**src/rtl/lnk_pkg.sv**
```systemverilog
// Package: shared helpers for the inter-layer serial link.
// Assumes: ratio is at least 1.
package lnk_pkg;

    // Number of link wires needed to move m bits in n fast cycles.
    function automatic int link_width(input int m, input int n);
        return (m + n - 1) / n;
    endfunction

    // Width of a select able to index n slices.
    function automatic int sel_width(input int n);
        return (n > 1) ? $clog2(n) : 1;
    endfunction

endpackage

```
**src/rtl/lnk_phase_ctr.sv**
```systemverilog
// Module: slice phase counter for the serializer.
// Does: restarts at slice 0 on the strobe edge and advances once per fast
// cycle, wrapping after RATIO-1.
// Assumes: the strobe recurs every RATIO cycles, so no wrap happens in normal use.
module lnk_phase_ctr #(
    parameter int RATIO = 4,
    parameter int SEL_W = 2
) (
    input  logic             clk,
    input  logic             rst_n,
    input  logic             scan_stb,
    output logic [SEL_W-1:0] sel
);
    localparam logic [SEL_W-1:0] LAST = SEL_W'(RATIO - 1);

    logic [SEL_W-1:0] sel_q;

    // Phase register: cleared by reset or strobe, otherwise counts with wrap.
    always_ff @(posedge clk) begin
        if (!rst_n || scan_stb) begin
            sel_q <= '0;
        end else if (sel_q == LAST) begin
            sel_q <= '0;
        end else begin
            sel_q <= sel_q + 1'b1;
        end
    end

    assign sel = sel_q;
endmodule

```
**src/rtl/lnk_serializer.sv**
```systemverilog
// Module: sending side of the link.
// Does: registers the tap word on the strobe, padded with zeros to
// LINK_W*RATIO bits, and drives the slice picked by sel onto the wires.
// Assumes: sel comes from lnk_phase_ctr and stays below RATIO.
module lnk_serializer #(
    parameter int TAP_W  = 16,
    parameter int RATIO  = 4,
    parameter int LINK_W = 4,
    parameter int SEL_W  = 2
) (
    input  logic              clk,
    input  logic              rst_n,
    input  logic              scan_stb,
    input  logic [TAP_W-1:0]  par_in,
    input  logic [SEL_W-1:0]  sel,
    output logic [LINK_W-1:0] link
);
    localparam int PAD_W = LINK_W * RATIO;

    logic [PAD_W-1:0]  hold_q;
    logic [LINK_W-1:0] slice_a [RATIO];

    // Hold register: takes the zero-padded tap word on the strobe only.
    always_ff @(posedge clk) begin
        if (!rst_n) begin
            hold_q <= '0;
        end else if (scan_stb) begin
            hold_q <= PAD_W'(par_in);
        end
    end

    // Cut the held word into RATIO slices, lowest slice first.
    for (genvar g = 0; g < RATIO; g++) begin : g_slice
        assign slice_a[g] = hold_q[g*LINK_W +: LINK_W];
    end

    // Slice multiplexer onto the vertical wires.
    always_comb begin
        link = '0;
        for (int i = 0; i < RATIO; i++) begin
            if (sel == SEL_W'(i)) begin
                link = slice_a[i];
            end
        end
    end
endmodule

```
**src/rtl/lnk_deserializer.sv**
```systemverilog
// Module: receiving side of the link.
// Does: shifts each incoming slice into a RATIO-deep word shift register,
// entering at the top, and on the strobe loads the completed word (including
// the slice arriving that cycle) into the parallel output.
// Assumes: the strobe marks the last slice cycle of each period; padding bits
// sit at the top of the last slice and are dropped.
module lnk_deserializer #(
    parameter int TAP_W  = 16,
    parameter int RATIO  = 4,
    parameter int LINK_W = 4
) (
    input  logic              clk,
    input  logic              rst_n,
    input  logic              scan_stb,
    input  logic [LINK_W-1:0] link,
    output logic [TAP_W-1:0]  par_out
);
    logic [LINK_W-1:0] shift_q [RATIO];
    logic [LINK_W-1:0] nxt_a   [RATIO];
    logic [TAP_W-1:0]  word_w;
    logic [TAP_W-1:0]  out_q;

    // Next shift state: each word moves one place down, the new slice enters at the top.
    for (genvar g = 0; g < RATIO; g++) begin : g_nxt
        if (g == RATIO - 1) begin : g_top
            assign nxt_a[g] = link;
        end else begin : g_mid
            assign nxt_a[g] = shift_q[g+1];
        end
    end

    // Flatten the next state into the output word, keeping only real tap bits.
    for (genvar b = 0; b < TAP_W; b++) begin : g_flat
        assign word_w[b] = nxt_a[b / LINK_W][b % LINK_W];
    end

    // Shift register: moves on every fast clock edge.
    always_ff @(posedge clk) begin
        for (int i = 0; i < RATIO; i++) begin
            if (!rst_n) begin
                shift_q[i] <= '0;
            end else begin
                shift_q[i] <= nxt_a[i];
            end
        end
    end

    // Parallel output register: loaded at scan rate.
    always_ff @(posedge clk) begin
        if (!rst_n) begin
            out_q <= '0;
        end else if (scan_stb) begin
            out_q <= word_w;
        end
    end

    assign par_out = out_q;
endmodule

```
**src/rtl/layer_link_top.sv**
```systemverilog
// Module: inter-layer serial link, sending and receiving sides joined.
// Does: carries TAP_W tap bits per scan period over ceil(TAP_W/RATIO) wires,
// with one scan period of latency from par_in to par_out.
// Assumes: a single fast clock; scan_stb is high for one cycle every RATIO cycles.
module layer_link_top #(
    parameter int TAP_W = 16,
    parameter int RATIO = 4,
    localparam int LINK_W = lnk_pkg::link_width(TAP_W, RATIO)
) (
    input  logic              clk,
    input  logic              rst_n,
    input  logic              scan_stb,
    input  logic [TAP_W-1:0]  par_in,
    output logic [LINK_W-1:0] link,
    output logic [TAP_W-1:0]  par_out
);
    localparam int SEL_W = lnk_pkg::sel_width(RATIO);

    logic [SEL_W-1:0]  sel_w;
    logic [LINK_W-1:0] wire_w;

    lnk_phase_ctr #(.RATIO(RATIO), .SEL_W(SEL_W)) u_phase (
        .clk      (clk),
        .rst_n    (rst_n),
        .scan_stb (scan_stb),
        .sel      (sel_w)
    );

    lnk_serializer #(.TAP_W(TAP_W), .RATIO(RATIO), .LINK_W(LINK_W), .SEL_W(SEL_W)) u_ser (
        .clk      (clk),
        .rst_n    (rst_n),
        .scan_stb (scan_stb),
        .par_in   (par_in),
        .sel      (sel_w),
        .link     (wire_w)
    );

    lnk_deserializer #(.TAP_W(TAP_W), .RATIO(RATIO), .LINK_W(LINK_W)) u_des (
        .clk      (clk),
        .rst_n    (rst_n),
        .scan_stb (scan_stb),
        .link     (wire_w),
        .par_out  (par_out)
    );

    assign link = wire_w;
endmodule

```
**config.mk**
```make
export PLATFORM = sky130hd
export DESIGN_NAME = layer_link_top
export DESIGN_NICKNAME = d
export VERILOG_FILES = /design/src/rtl/lnk_pkg.sv /design/src/rtl/lnk_phase_ctr.sv /design/src/rtl/lnk_serializer.sv /design/src/rtl/lnk_deserializer.sv /design/src/rtl/layer_link_top.sv
export SDC_FILE = /design/constraint.sdc
export NUM_CORES = 1
export LEC_CHECK = 0
export BUFFER_PORTS_ARGS = -buffer_cell sky130_fd_sc_hd__buf_2
export CAP_MARGIN = 20
export CORE_MARGIN = 3
export CORE_UTILIZATION = 30
export DETAILED_ROUTE_END_ITERATION = 7
export GPL_TIMING_DRIVEN = 0
export MAX_ROUTING_LAYER = met4
export PLACE_DENSITY_LB_ADDON = 0.12
export REMOVE_ABC_BUFFERS = 1
export SETUP_SLACK_MARGIN = 0.2
export SYNTH_ARGS = -nofsm -noshare
export SYNTH_HDL_FRONTEND = slang
export SYNTH_HIERARCHICAL = 1
export SYNTH_SLANG_ARGS = --single-unit
```
**constraint.sdc**
```tcl
create_clock -name clk -period 2.2 [get_ports clk]
set_input_delay 0.33 -clock clk [delete_from_list [all_inputs] [get_ports clk]]
set_output_delay 0.33 -clock clk [all_outputs]
set_load 0.03 [all_outputs]
```
Word level (Yosys, flattened, before mapping)
Memory sizes are Yosys's and may differ from the RTL's.
Index checks and enable logic that the tools add are counted.
Word-level totals
  output and inout bits: 20
  bits in registers: 34
  memories kept: 1
  word-level logic and storage cells: 26
  bits of input ports: 19
  RAM bits: 16
Memory list
  u_des.shift_q: words 4, width 4, rd ports 3, clocked after memory_dff 0, write ports 4, line lnk_deserializer.sv:18  | logic [LINK_W-1:0] shift_q [RATIO];
Operators by class
  multiplexer cells: 10
  eq/ne operators: 3
  bitwise gates (word level): 4
  add/sub/neg operators: 1
  reduce and logical (&&, ||, !) cells: 4
Operator list (count)
  $mux W4: 8
  $eq A2 B2 Y1 const B: 2
  $or A1 B1 Y1: 4
  $add A2 B1 Y2 const B: 1
  $eq A2 B1 Y1 const B: 1
  $logic_not A2 Y1: 1
  $mux W1: 2
  $reduce_or A2 Y1: 1
  $logic_not A1 Y1: 1
  $logic_or A1 B1 Y1: 1

Logic depth before layout (Yosys ltp)
  depth after elaboration: 6
  mapped depth: 4
  mapped depth without buffers: 3

Modules after synthesis
The synthesis kept the hierarchy.
Modules (own cells, without submodules)
  lnk_deserializer: area an instance 934.6 sq um, times used 1, sequential area each 560.5 sq um, cells each 76
  lnk_serializer: area an instance 708.2 sq um, times used 1, sequential area each 320.3 sq um, cells each 55
  lnk_phase_ctr: area an instance 80.1 sq um, times used 1, sequential area each 40.0 sq um, cells each 5

Worst setup path after synthesis
Ideal clock, no wire load.
  kind: register to register
  start point: register u_phase.sel_q[0], in the netlist u_phase/sel[0]
  end point: register u_des.out_q[12], in the netlist u_des/par_out[12]
  slack: 0.654 ns
  path buffers: 0
  required time: 2.083 ns
  library setup time: 0.117 ns
  stages on the path, launching flop included: 4
  arrival time: 1.429 ns
  clock period less this slack: 1.546 ns
  cells stage by stage: dfxtp_1 > mux4_1 > mux2i_1 > nor2b_1
Between the ends
  longest elaborated chain between the ends: 5
  elaborated cells on any way between the ends: 8
  classes of those cells: eq/ne: 3; mux: 4; reduce/logical: 1
Ends and longest elaborated chain
  from (decl): line lnk_phase_ctr.sv:16  | logic [SEL_W-1:0] sel_q;
  from (signal assigned): line lnk_phase_ctr.sv:25  | sel_q <= sel_q + 1'b1;
  $logic_not A2 Y1: line lnk_serializer.sv:41  | if (sel == SEL_W'(i)) begin
  $mux W4 (3 in series): line lnk_serializer.sv:41
  $mux W4 (*): line lnk_serializer.sv:41
  named net link[0]: line layer_link_top.sv:14  | output logic [LINK_W-1:0] link,
  to (signal assigned): line lnk_deserializer.sv:53  | out_q <= word_w;
  to (decl): line lnk_deserializer.sv:21  | logic [TAP_W-1:0] out_q;
Mark *: on every way through the listed nets, which the timed path passes. The rest lies on a longest branch.
A chain may end at the register's enable or synchronous reset.

Worst setup path after layout
  start point: register u_phase.sel_q[0], in the netlist u_phase/sel[0]
  end point: output port link[2]
Between the ends
  longest elaborated chain between the ends: 5
  elaborated cells on any way between the ends: 8
  classes of those cells: eq/ne: 3; mux: 4; reduce/logical: 1
Ends and longest elaborated chain (line)
  $logic_not A2 Y1: lnk_serializer.sv:41
  $mux W4 (3 in series): lnk_serializer.sv:41
  $mux W4 (*): lnk_serializer.sv:41
  to (decl): layer_link_top.sv:14
Mark *: on every way between the ends. The rest lies on a longest branch, timed or not.

==> flow_summary_export.csv <==
group,metric,value,unit
global_route,overflow,0,
placement,placed_area,1940,sq um
drt,drtIter0Drc,43,
yosys,synth-seq-cells,46,
placement,gp_congestion,0.633,
worst_setup_path,slowest_stage,"mux4_1",
clock_tree,cts_setup_buffers,0,
worst_setup_path,crit_buf_inv,1,
global_route,grt_max_degree,47,
global_route,grt_pass1_wl,4810,um
drt,drt-total-wl,2920,um
clock_tree,clock_latency,0.30,ns
worst_setup_path,cp_cell_sequence,"mux4_1 -> buf_2",
die,die_x,81.8,um
global_route,antenna_found_initial,0,
worst_setup_path,path_class,"reg2out",
die,core-area,5340,sq um
global_route,gr-usage-all-layers,9.91,%
placement,dp_hpwl,1920,um
hold_path,min_path_type,"in2reg",
worst_setup_path,cp_max_fo,6,
drt,vias_per_cell,4.29,
clock_tree,cts_sinks,46,
drt,num_vias,1050,
drt,routedWlPerCell,11.9,um
sta,fmax,529,MHz
die,rows,26,
worst_setup_path,end_kind,"output pin",
power,power.density,861,nW/um^2
yosys,synthAdderAreaFrac,0.726,%
clock_tree,cts_buffers,5,
finish,multi_input_area,741,sq um
clock_tree,clk_pin_slew_worst_paths,0.08,ns
placement,numPortBuffers,38,
die,dieArea,6690,sq um
yosys,synth_seq_area_share,53.4,%
clock_tree,cts_htree_levels,2,
sta,worst_slack,0.309,ns
yosys,synth_simple_gate_area_share,17.6,%
finish,syn2layout_area_growth,21.0,%
worst_setup_path,cp.required,1.87,ns
yosys,ys_types,12,
worst_setup_path,critPathTopFamily,"multiplexers",
global_route,grt_pass1_vias,1029,
worst_setup_path,cpPeakStageDelay,0.63,ns
sta,fin_tns_setup,0,ns
die,initial_utilization,32.3,%
sta,fin_crit,1.89,ns
finish,post-route-cell-area,2080,sq um
finish,register_area,923,sq um
worst_setup_path,critPathArrivalTime,1.56,ns
sta,finalHoldViolCount,0,
drt,firstDrtPassIters,3,
die,die-height,81.8,um
yosys,syn_area,1720,sq um
finish,finalNetCount,194,
drt,postRouteAntennaNets,0,
sta,slew_headroom,34.1,%
status,status,"completed",
clock_tree,cts_tree,"done",
drt,drc,0,
power,leakage,0.954,nW
worst_setup_path,cp-start-kind,"flop",
finish,n_antenna_cell,0,
yosys,synthMuxAreaShare,24.7,%
finish,drive_gt1_share,28.6,%
sta,final-setup-viol-count,0,
sta,skew,0.00758,ns
sta,finalCritPeriodShare,86.0,%
die,ios,39,
yosys,postSynthAreaPerCell,12.7,sq um
clock_tree,root_buffer,"clkbuf_8",
sta,tightest_slew,0.989,ns
placement,place_ws,0.476,ns
power,peakVddDrop,484,uV
clock_tree,clockBufferDepth,2,
yosys,synth-compound-area-share,0,%
yosys,syn_inst,136,
finish,fillers,556,
run,cap_violations,0,
yosys,synth_top_family_by_area,"multiplexers",
yosys,synth_xor_area_share,0,%
sta,rsz0062_at_grt,"false",
yosys,synth-warning-count,6,
sta,drv_slew,0,
[placed cells by master (no fill, tap or decap), drive strengths merged]
master,count
dfxtp,46
nor2b,32
clkbuf,6
ha,1
mux2i,32
bufinv,2
and2,12
and4bb,1
buf,38
mux4,4
nor4b,1
[flip-flops by register name (all words and copies together) (netlist names)]
register / cells
u_des/par_out: 16
u_des/shift_q: 12
u_phase/sel: 2
u_ser/hold_q: 16
[path summary, 6_finish.rpt]
kind	to	start	depth (start not counted)	slack [ns]
setup / recovery	link[2]	u_phase/sel[0]	2	0.31
hold / removal	u_ser/hold_q[13]	par_in[13]	3	0.29
setup reg to reg	u_des/par_out[12]	u_phase/sel[0]	3	0.82
hold reg to reg	u_des/shift_q[1][3]	u_des/shift_q[1][7]	1	0.46
[kinds of logic (layout without fill, tap and decap cells)]
family | Yosys count | after routing
fa+ha+maj | 1 | 1
mux | 36 | 36
simple gates | 46 | 46
flops | 46 | 46
buf+inv | 7 | 46
[Yosys cell counts]
library cell  number  share of area [%]
dfxtp_1           46                 53
mux2i_1           32                 19
nor2b_1           32                 12
and2_1            12                4.4
mux4_1             4                6.1
clkbuf_1           3               0.65
buf_6              2                1.3
and4bb_2           1               0.73
buf_12             1                1.2
buf_4              1               0.44
ha_1               1               0.73
nor4b_2            1               0.87
[through the flow]
stage | cells | hold slack, ns | total power, W | utilization, %
5_1_grt | 245 | 0.303 | 0.00187 | 39.1
4_1_cts | 245 | 0.282 | 0.00182 | 39.0
6_report | 245 | 0.293 | 0.00179 | 39.1
3_5_place_dp | 237 | 0.438 | 0.00106 | 36.4
2_1_floorplan | 129 | 0.401 | 0.000989 | -
3_3_place_gp | 237 | 0.435 | 0.00105 | 36.4
[worst reg2reg max path, delay by kind of cell (launching register included)]
kind,cells,cell delay [ns]
simple gates,1,0.06
mux,2,0.78
flops,1,0.43
[power by group]
group / switching (W) / total (W) / internal, W / leakage (nW)
clock network: 0.000277 / 0.000762 / 0.000484 / 0.0714
logic: 0.0000779 / 0.000149 / 0.0000716 / 0.507
registers: 0.0000175 / 0.000883 / 0.000865 / 0.376
[layout make-up]
type | instances | share of cell area [%]
sequential | 46 | 44.3
timing repair buffer | 38 | 9.12
clock buffer | 6 | 3.96
clock inverter | 2 | 2.88
multi-input combinational | 83 | 35.5
tap | 70 | 4.20
[layer usage]
layer | GRT usage, % | up-vias | share of wire [%]
li1 | - | 533 | -
met1 | 12.3 | 482 | 47
met2 | 14.4 | 27 | 46
met3 | 2.96 | 8 | 5.3
met4 | 5.48 | 0 | 2.3
met5 | - | - | 0
[what timing repair did]
action | in CTS | in global routing
setup endpoints to repair | 3 | 1
pin swaps | 0 | 0
hold buffers | 0 | 0
gates cloned | 0 | 0
gates resized for setup | 1 | 1
(Power assumes the default switching activity.)
